--- src/rtl/fb_pkg.sv ---
package fb_pkg;
  localparam int unsigned NSRC    = 6;
  localparam int unsigned SRC_C0  = 0;
  localparam int unsigned SRC_C1  = 1;
  localparam int unsigned SRC_P0  = 2;
  localparam int unsigned SRC_P1  = 3;
  localparam int unsigned SRC_ADC = 4;
  localparam int unsigned SRC_SYS = 5;
  localparam int unsigned SW_LVL_OFS = 8;

  typedef enum logic [1:0] {
    LEB_RISE = 2'd0,
    LEB_FALL = 2'd1,
    LEB_BOTH = 2'd2,
    LEB_NONE = 2'd3
  } leb_type_e;
endpackage

--- src/rtl/fb_pin_filter.sv ---
module fb_pin_filter #(
  parameter int unsigned CW = 4
) (
  input  logic          clk_i,
  input  logic          rst_ni,
  input  logic          en_i,
  input  logic          tick_i,
  input  logic [CW-1:0] cnt_lim_i,
  input  logic          d_i,
  output logic          q_o
);
  logic [CW-1:0] cnt_q;
  logic [CW:0]   lim, nxt;

  assign lim = (cnt_lim_i == '0) ? (CW+1)'(1) : {1'b0, cnt_lim_i};
  assign nxt = {1'b0, cnt_q} + (CW+1)'(1);

  always_ff @(posedge clk_i or negedge rst_ni) begin
    if (!rst_ni) begin
      q_o   <= 1'b0;
      cnt_q <= '0;
    end else if (!en_i) begin
      q_o   <= d_i;
      cnt_q <= '0;
    end else if (d_i == q_o) begin
      cnt_q <= '0;
    end else if (tick_i) begin
      if (nxt >= lim) begin
        q_o   <= d_i;
        cnt_q <= '0;
      end else begin
        cnt_q <= nxt[CW-1:0];
      end
    end
  end


  filt_hold_chk: assert property (@(posedge clk_i) disable iff (!rst_ni)
    (en_i && !tick_i) |=> $stable(q_o));
endmodule

--- src/rtl/fb_blanker.sv ---
module fb_blanker
  import fb_pkg::*;
#(
  parameter int unsigned NE = 3,
  parameter int unsigned LW = 8
) (
  input  logic          clk_i,
  input  logic          rst_ni,
  input  logic [NE-1:0] pwm_i,
  input  logic [NE-1:0] sel_i,
  input  logic [1:0]    type_i,
  input  logic [LW-1:0] len_i,
  output logic          blank_o
);
  logic [NE-1:0] prev_q, ev;
  logic [LW-1:0] cnt_q;
  logic          trig;

  always_comb begin
    unique case (leb_type_e'(type_i))
      LEB_RISE: ev = pwm_i & ~prev_q;
      LEB_FALL: ev = ~pwm_i & prev_q;
      LEB_BOTH: ev = pwm_i ^ prev_q;
      default:  ev = '0;
    endcase
  end

  assign trig    = |(ev & sel_i);
  assign blank_o = (cnt_q != '0);

  always_ff @(posedge clk_i or negedge rst_ni) begin
    if (!rst_ni) begin
      prev_q <= '0;
      cnt_q  <= '0;
    end else begin
      prev_q <= pwm_i;
      if (trig)          cnt_q <= len_i;
      else if (blank_o)  cnt_q <= cnt_q - 1'b1;
    end
  end


  blank_open_chk: assert property (@(posedge clk_i) disable iff (!rst_ni)
    (trig && len_i != '0) |=> blank_o);
endmodule

--- src/rtl/fb_pair_latch.sv ---
module fb_pair_latch (
  input  logic clk_i,
  input  logic rst_ni,
  input  logic edge_hit_i,
  input  logic lvl_hit_i,
  input  logic edge_clr_i,
  input  logic lvl_clr_i,
  input  logic prd_start_i,
  output logic brake_o,
  output logic edge_flag_o,
  output logic lvl_flag_o
);
  logic lvl_q;

  always_ff @(posedge clk_i or negedge rst_ni) begin
    if (!rst_ni) begin
      edge_flag_o <= 1'b0;
      lvl_q       <= 1'b0;
      lvl_flag_o  <= 1'b0;
    end else begin
      if (edge_hit_i)      edge_flag_o <= 1'b1;
      else if (edge_clr_i) edge_flag_o <= 1'b0;
      if (lvl_hit_i)        lvl_q <= 1'b1;
      else if (prd_start_i) lvl_q <= 1'b0;
      if (lvl_hit_i)       lvl_flag_o <= 1'b1;
      else if (lvl_clr_i)  lvl_flag_o <= 1'b0;
    end
  end

  assign brake_o = edge_flag_o | lvl_q;


  edge_hold_chk: assert property (@(posedge clk_i) disable iff (!rst_ni)
    (edge_flag_o && !edge_clr_i) |=> edge_flag_o);

  lvl_hold_chk: assert property (@(posedge clk_i) disable iff (!rst_ni)
    (lvl_q && !prd_start_i) |=> brake_o);

  lvl_flag_chk: assert property (@(posedge clk_i) disable iff (!rst_ni)
    lvl_hit_i |=> lvl_flag_o);
endmodule

--- src/rtl/fault_brake_ctrl.sv ---
module fault_brake_ctrl
  import fb_pkg::*;
#(
  parameter int unsigned NPAIR = 3,
  parameter int unsigned FCW   = 4,
  parameter int unsigned LW    = 8,
  parameter int unsigned SWW   = 16
) (
  input  logic                  clk_i,
  input  logic                  rst_ni,
  input  logic [1:0]            cmp_i,
  input  logic [1:0]            pin_i,
  input  logic [1:0]            pin_inv_i,
  input  logic                  adc_mon_i,
  input  logic                  sys_fail_i,
  input  logic                  flt_en_i,
  input  logic [2:0]            flt_div_i,
  input  logic [FCW-1:0]        flt_cnt_i,
  input  logic [NPAIR*NSRC-1:0] edge_en_i,
  input  logic [NPAIR*NSRC-1:0] level_en_i,
  input  logic [SWW-1:0]        sw_brk_i,
  input  logic [NPAIR-1:0]      edge_clr_i,
  input  logic [NPAIR-1:0]      level_clr_i,
  input  logic [NPAIR-1:0]      prd_start_i,
  input  logic [NPAIR-1:0]      pwm_even_i,
  input  logic [NPAIR-1:0]      leb_sel_i,
  input  logic [1:0]            leb_type_i,
  input  logic [LW-1:0]         leb_len_i,
  output logic [NPAIR-1:0]      brake_o,
  output logic [NPAIR-1:0]      edge_flag_o,
  output logic [NPAIR-1:0]      level_flag_o
);
  localparam int unsigned PSW = 7;

  logic [PSW-1:0]  presc_q, presc_mask;
  logic            tick;
  logic [1:0]      pin_filt;
  logic            blank;
  logic [NSRC-1:0] src;

  always_ff @(posedge clk_i or negedge rst_ni) begin
    if (!rst_ni) presc_q <= '0;
    else         presc_q <= presc_q + 1'b1;
  end
  assign presc_mask = (PSW'(1) << flt_div_i) - PSW'(1);
  assign tick       = ((presc_q & presc_mask) == '0);

  for (genvar k = 0; k < 2; k++) begin : g_pin
    fb_pin_filter #(.CW(FCW)) u_filt (
      .clk_i     (clk_i),
      .rst_ni    (rst_ni),
      .en_i      (flt_en_i),
      .tick_i    (tick),
      .cnt_lim_i (flt_cnt_i),
      .d_i       (pin_i[k] ^ pin_inv_i[k]),
      .q_o       (pin_filt[k])
    );
  end

  fb_blanker #(.NE(NPAIR), .LW(LW)) u_leb (
    .clk_i   (clk_i),
    .rst_ni  (rst_ni),
    .pwm_i   (pwm_even_i),
    .sel_i   (leb_sel_i),
    .type_i  (leb_type_i),
    .len_i   (leb_len_i),
    .blank_o (blank)
  );

  always_comb begin
    src          = '0;
    src[SRC_C0]  = cmp_i[0]    & ~blank;
    src[SRC_C1]  = cmp_i[1]    & ~blank;
    src[SRC_P0]  = pin_filt[0] & ~blank;
    src[SRC_P1]  = pin_filt[1] & ~blank;
    src[SRC_ADC] = adc_mon_i;
    src[SRC_SYS] = sys_fail_i;
  end

  for (genvar p = 0; p < NPAIR; p++) begin : g_pair
    logic edge_hit, lvl_hit;
    assign edge_hit = (|(src & edge_en_i[p*NSRC +: NSRC]))  | sw_brk_i[p];
    assign lvl_hit  = (|(src & level_en_i[p*NSRC +: NSRC])) | sw_brk_i[SW_LVL_OFS+p];

    fb_pair_latch u_latch (
      .clk_i       (clk_i),
      .rst_ni      (rst_ni),
      .edge_hit_i  (edge_hit),
      .lvl_hit_i   (lvl_hit),
      .edge_clr_i  (edge_clr_i[p]),
      .lvl_clr_i   (level_clr_i[p]),
      .prd_start_i (prd_start_i[p]),
      .brake_o     (brake_o[p]),
      .edge_flag_o (edge_flag_o[p]),
      .lvl_flag_o  (level_flag_o[p])
    );


    sw_brake_chk: assert property (@(posedge clk_i) disable iff (!rst_ni)
      (sw_brk_i[p] || sw_brk_i[SW_LVL_OFS+p]) |=> brake_o[p]);

    unblanked_chk: assert property (@(posedge clk_i) disable iff (!rst_ni)
      ((adc_mon_i && edge_en_i[p*NSRC+SRC_ADC]) ||
       (sys_fail_i && edge_en_i[p*NSRC+SRC_SYS])) |=> edge_flag_o[p]);
  end
endmodule

--- config.mk ---
export PLATFORM = sky130hd
export DESIGN_NAME = fault_brake_ctrl
export DESIGN_NICKNAME = d
export VERILOG_FILES = /design/src/rtl/fb_pkg.sv /design/src/rtl/fb_pin_filter.sv /design/src/rtl/fb_blanker.sv /design/src/rtl/fb_pair_latch.sv /design/src/rtl/fault_brake_ctrl.sv
export SDC_FILE = /design/constraint.sdc
export NUM_CORES = 1
export LEC_CHECK = 0
export BUFFER_PORTS_ARGS = -buffer_cell sky130_fd_sc_hd__buf_4
export CAP_MARGIN = 20
export CORE_MARGIN = 1
export CORE_UTILIZATION = 40
export CTS_BUF_LIST = sky130_fd_sc_hd__clkbuf_4
export CTS_CLUSTER_DIAMETER = 30
export CTS_CLUSTER_SIZE = 12
export DETAILED_ROUTE_END_ITERATION = 10
export PLACE_DENSITY_LB_ADDON = 0.25
export SLEW_MARGIN = 25
export SYNTH_ARGS = -nofsm -noshare
export SYNTH_HDL_FRONTEND = slang
export SYNTH_SLANG_ARGS = --single-unit
export TNS_END_PERCENT = 30
--- constraint.sdc ---
create_clock -name clk_i -period 4.95 [get_ports clk_i]
set_input_delay 0.495 -clock clk_i [delete_from_list [all_inputs] [get_ports clk_i]]
set_output_delay 0.495 -clock clk_i [all_outputs]
set_load 0.05 [all_outputs]
# --- Yosys cells after proc, flatten, opt, wreduce, memory -nomap -nowiden ---
# Index checks and enable logic that the tools add are counted.
op_classes:
  add_sub_neg: 5
  n_lt_le_gt_ge: 2
  eq_ne: 11
  shift: 1
  mux: 38
  n_bitwise: 29
  reduce_logical: 23
ops:
  columns: ["op", "n"]
  rows:
  - ["$and A6 B6 Y6", 6]
  - ["$mux W4", 9]
  - ["$reduce_or A6 Y1", 6]
  - ["$mux W1", 26]
  - ["$reduce_bool A2 Y1", 10]
  - ["$mux W8", 2]
  - ["$add A4 B1 Y5 const B", 2]
  - ["$ge A5 B5 Y1", 2]
  - ["$and A3 B3 Y3", 3]
  - ["$or A1 B1 Y1", 9]
  - ["$pmux W3 S3", 1]
  - ["$reduce_bool A8 Y1", 1]
  - ["$sub A8 B1 Y8 const B", 1]
  - ["$add A7 B1 Y7 const B", 1]
  - ["$and A7 B7 Y7", 1]
  - ["$logic_not A7 Y1", 1]
  - ["$shl A1 B3 Y7 const A", 1]
  - ["$sub A7 B2 Y7 const B", 1]
  - ["$ne A2 B1 Y1 const B", 3]
  - ["$ne A3 B1 Y1 const B", 2]
  - ["$not A3 Y3", 2]
  - ["$reduce_and A3 Y1", 2]
  - ["$and A1 B1 Y1", 4]
  - ["$logic_not A4 Y1", 1]
  - ["9 further kinds", 12]
word_totals:
  regBits: 37
  in_bits: 95

# --- Depth between registers and ports, before layout ---
logic_depth:
  word_depth: 7
  mapped_depth: 11
  depth_no_buf: 9

# --- Modules after synthesis ---
# A second synthesis with hierarchy kept.
unflattened:
  hier_cells: 244
  area_unflattened_um2: 2527.4
by_module_without_submodules:
  columns: ["module", "instances", "cells_per_inst", "area_per_inst_um2", "seq_area_each_um2"]
  rows:
  - ["fb_pin_filter", 2, 42, 427.9, 125.1]
  - ["fb_blanker", 1, 75, 788.3, 275.3]
  - ["fault_brake_ctrl", 1, 55, 534.3, 175.2]
  - ["fb_pair_latch", 3, 10, 116.4, 75.1]

# --- Worst setup path before layout ---
# Ideal clock, no wire load.
synth_path:
  path_kind: "in2reg"
  from: "input flt_div_i[2]"
  to: "register g_pin[0].u_filt.q_o"
  setup_time_ns: 0.125
  arrival_ns: 2.346
  slack_ns: 2.479
  stages: 8
  cell_sequence: "buf_6 or3_4 ha_1 o2111ai_1 o21ai_0 o41ai_4 nand2_1 mux2_4"
synth_via:
  elab_chain_cells: 6
synth_lines:
  columns: ["item", "line", "rtl"]
  rows:
  - ["start, declared", "fault_brake_ctrl.sv:17", "input logic [2:0] flt_div_i,"]
  - ["$shl A1 B3 Y7", "fault_brake_ctrl.sv:45", "assign presc_mask = (PSW'(1) << flt_div_i) - PSW'(1);"]
  - ["$sub A7 B2 Y7", "fault_brake_ctrl.sv:45", null]
  - ["$and A7 B7 Y7", "fault_brake_ctrl.sv:46", "assign tick = ((presc_q & presc_mask) == '0);"]
  - ["$logic_not A7 Y1", "fault_brake_ctrl.sv:46", null]
  - ["$ne A2 B1 Y1 (no source line)", null, null]
  - ["$reduce_and A3 Y1 (no source line)", null, null]
  - ["end signal, assigned", "fb_pin_filter.sv:23", "q_o <= d_i;"]
  - ["end signal, assigned", "fb_pin_filter.sv:29", "q_o <= d_i;"]
  - ["end, declared", "fb_pin_filter.sv:10", "output logic q_o"]
# No other way between the ends.
# A chain may end at the register's enable or synchronous reset.

# --- Worst setup path after layout ---
layout_path:
  from: "input flt_div_i[2]"
  to: "register g_pin[0].u_filt.cnt_q[2]"
layout_via:
  elab_chain_cells: 5
layout_lines:
  columns: ["item", "line", "rtl"]
  rows:
  - ["$shl A1 B3 Y7", "fault_brake_ctrl.sv:45", null]
  - ["$sub A7 B2 Y7", "fault_brake_ctrl.sv:45", null]
  - ["$and A7 B7 Y7", "fault_brake_ctrl.sv:46", null]
  - ["$logic_not A7 Y1", "fault_brake_ctrl.sv:46", null]
  - ["$ne A3 B1 Y1 (no source line)", null, null]
  - ["end signal, assigned", "fb_pin_filter.sv:32", "cnt_q <= nxt[CW-1:0];"]
  - ["end, declared", "fb_pin_filter.sv:12", "logic [CW-1:0] cnt_q;"]
# No other way between the ends.

==> metrics.cfg <==
[global_routing]
global_route.usage.met2_pct=29.50
grtUsageTotal_pct=17.34
grt_use_met3_pct=4.396
grt_pass1_wl_mm=8.852
grt_antenna_before_repair=0
busiest_layer=met2
overflow=0
grt_start_max_net_pins=38
met1_usage_pct=21.47
grt_pass1_vias=1995

[yosys]
async_flop_share_pct=100.0
syn_inst=273
synthesis.nets=388
ys_seq_area_share_pct=36.08
synth_enable_flop_cells=0
synth_flop_cell=dfrtp_1
syn-cell-area_um2=2566
synth_warnings=0
synth_area_per_cell_um2=9.400
yosysUniqueCellTypes=43
synth-seq-cells=37

[critical_path]
required_ns=5.19
end_kind=flop
arrival_ns=2.93
setup.worst_path.start_class=input port
criticalPathCategory=in2reg
crit_fanout=14

[timing]
fin_crit_sh_pct=54.27
setup_tns_ns=0
hold_viol=0
skew_ns=0.01504
rsz0062_at_grt=no
worst_pin_slew_ns=0.8333
finalMaxSlewViolations=0
period_needed_ns=2.686
setup_viol=0
fmax_mhz=372.2
max-slew-margin-rel_pct=44.21

[detailed_routing]
drt_iter0_markers=92
drc=0
wl_per_cell_um=13.64
viasPerCell=5.177
final_antenna_net_count=0
num_vias=2252
first_pass_iters=5
wirelength_mm=5.933

[final_layout]
final_cell_mix=buf_4, dfrtp_1, nand2_1
drive_above_1_share_pct=31.94
area_growth_pct=29.69
final_common_cell=buf_4
multiInputGateArea_um2=1426
seq_area_um2=925.9
nNetsFinal=474
instances_no_fill=435
fill_cells=568
n_antenna_cell=0

[floorplanning]
placementRows=28
chipHeight_um=82.10
initial_utilization_pct=42.34
die_x_um=82.10
die_area_um2=6740
num_io_pins=104
core_um2=6061

[power_and_ir_drop]
p_sw_share_pct=33.19
comb_power_share_pct=33.0
internal_power_uw=612.7
power_density_nw_per_um2=275.5
peakVddDrop_mv=0.1838
p_seq_share_pct=43.9
pwr-share-clk_pct=23.1
totalPowerFinal_uw=917.0
p_leak_nw=1.643
switchingPower_uw=304.3

[cts]
cts_buffers=5
htreeDepth=2
postCtsSetupBuffers=0
hold_buffers=0
cts_root_buf=clkbuf_4
clock_sinks=37
cts_tree=done
clkLatencyLatePin_ns=0.35
clk_pin_slew_ns=0.12
cts-resized-gates=0
cts_buffer_depth=2

[hold_path]
hold_path_class=in2async

[job]
drv_cap=0

[placement]
io_buffers=93
place_inst=427
place.gp.congestion=0.8044
hpwl_mm=4.606

[status]
outcome=completed

-- worst max-delay path, stage by stage --
cell,delay [ns]
buf_4,0.14
or3_4,0.39
ha_1,0.27
o2111ai_1,0.12
o21ai_0,0.17
o41ai_4,0.82
o21ai_0,0.21
a32o_1,0.30
-- state kept, by name, summed over array words and instances (netlist names) --
signal                      flops
g_pair.u_latch.edge_flag_o      3
g_pair.u_latch.lvl_flag_o       3
g_pair.u_latch.lvl_q            3
g_pin.u_filt.cnt_q              8
g_pin.u_filt.q_o                2
presc_q                         7
u_leb.cnt_q                     8
u_leb.prev_q                    3
-- worst paths after layout --
| path | startpoint | endpoint | slack [ns] | cells after the start |
|---|---|---|---|---|
| worst max-delay path | flt_div_i[2] | g_pin[0].u_filt.cnt_q[2] | 2.26 | 8 |
| worst min-delay path | rst_ni | u_leb.prev_q[0] | 0.09 | 1 |
| worst max register to register | g_pin[1].u_filt.cnt_q[0] | g_pin[1].u_filt.q_o | 2.60 | 7 |
| worst min register to register | presc_q[5] | presc_q[5] | 0.51 | 1 |
| max in group asynchronous | rst_ni | presc_q[1] | 4.52 | 1 |
| min in group clk_i | pwm_even_i[2] | u_leb.prev_q[2] | 0.27 | 1 |
-- routing by layer --
layer / part of all wire (%) / wire, µm
met5: 0 / 0
met1: 44 / 2615
met4: 0.79 / 47
met2: 50 / 2952
met3: 5.3 / 317
-- synth_stat cells, drive strengths merged, types with 6 or more instances --
cell type | number | area share [%]
mux2i | 6 | 2.3
inv | 28 | 4.1
dfrtp | 37 | 36
buf | 12 | 3.9
nand2 | 33 | 4.8
a21oi | 11 | 2.1
ha | 20 | 9.8
a22oi | 13 | 3.8
xnor2 | 11 | 3.8
mux2 | 11 | 5.0
nand3 | 6 | 1.2
nor2 | 9 | 1.3
xor2 | 8 | 2.7
o21ai | 24 | 4.7
-- layout make-up --
class | count | area share (%)
inverters | 28 | 3.158
clock inverters | 3 | 1.241
multi-input cells | 194 | 42.86
flip-flops and latches | 37 | 27.82
repair buffers | 93 | 20.98
well taps | 75 | 2.820
clock buffers | 5 | 1.128
-- power groups by stage --
stage                     sequential (mW)  clock (mW)  combinational, mW
after floorplan                     0.385           0              0.220
after global placement              0.406           0              0.293
after detailed placement            0.408           0              0.305
after CTS                           0.402       0.221              0.307
after global routing                0.408       0.236              0.337
final                               0.402       0.212              0.303
-- metrics by stage --
stage | instance area (µm²) | hold slack, ns | worst slack, ns | util (%)
after floorplan | 2566 | 0.1994 | 2.479 | -
after detailed placement | 3249 | 0.4904 | 1.915 | 53.61
final | 3328 | 0.09299 | 2.264 | 54.91
after CTS | 3328 | 0.09273 | 2.301 | 54.91
after global placement | 3249 | 0.4906 | 2.003 | 53.61
after global routing | 3328 | 0.1050 | 2.160 | 54.91
-- cell families (layout without fill, tap and decap cells) --
kind of cell	count (synthesis)	after routing	share of synthesized area, %
and+or+nand+nor	71	71	14.19
AOI/OAI and AO/OA	67	67	17.85
buffers and inverters	42	129	8.337
DFF	37	37	36.08
adders and majority gates	20	20	9.751
xor gates and xnor gates	19	19	6.485
muxes	17	17	7.314
(Power assumes the default switching activity.)
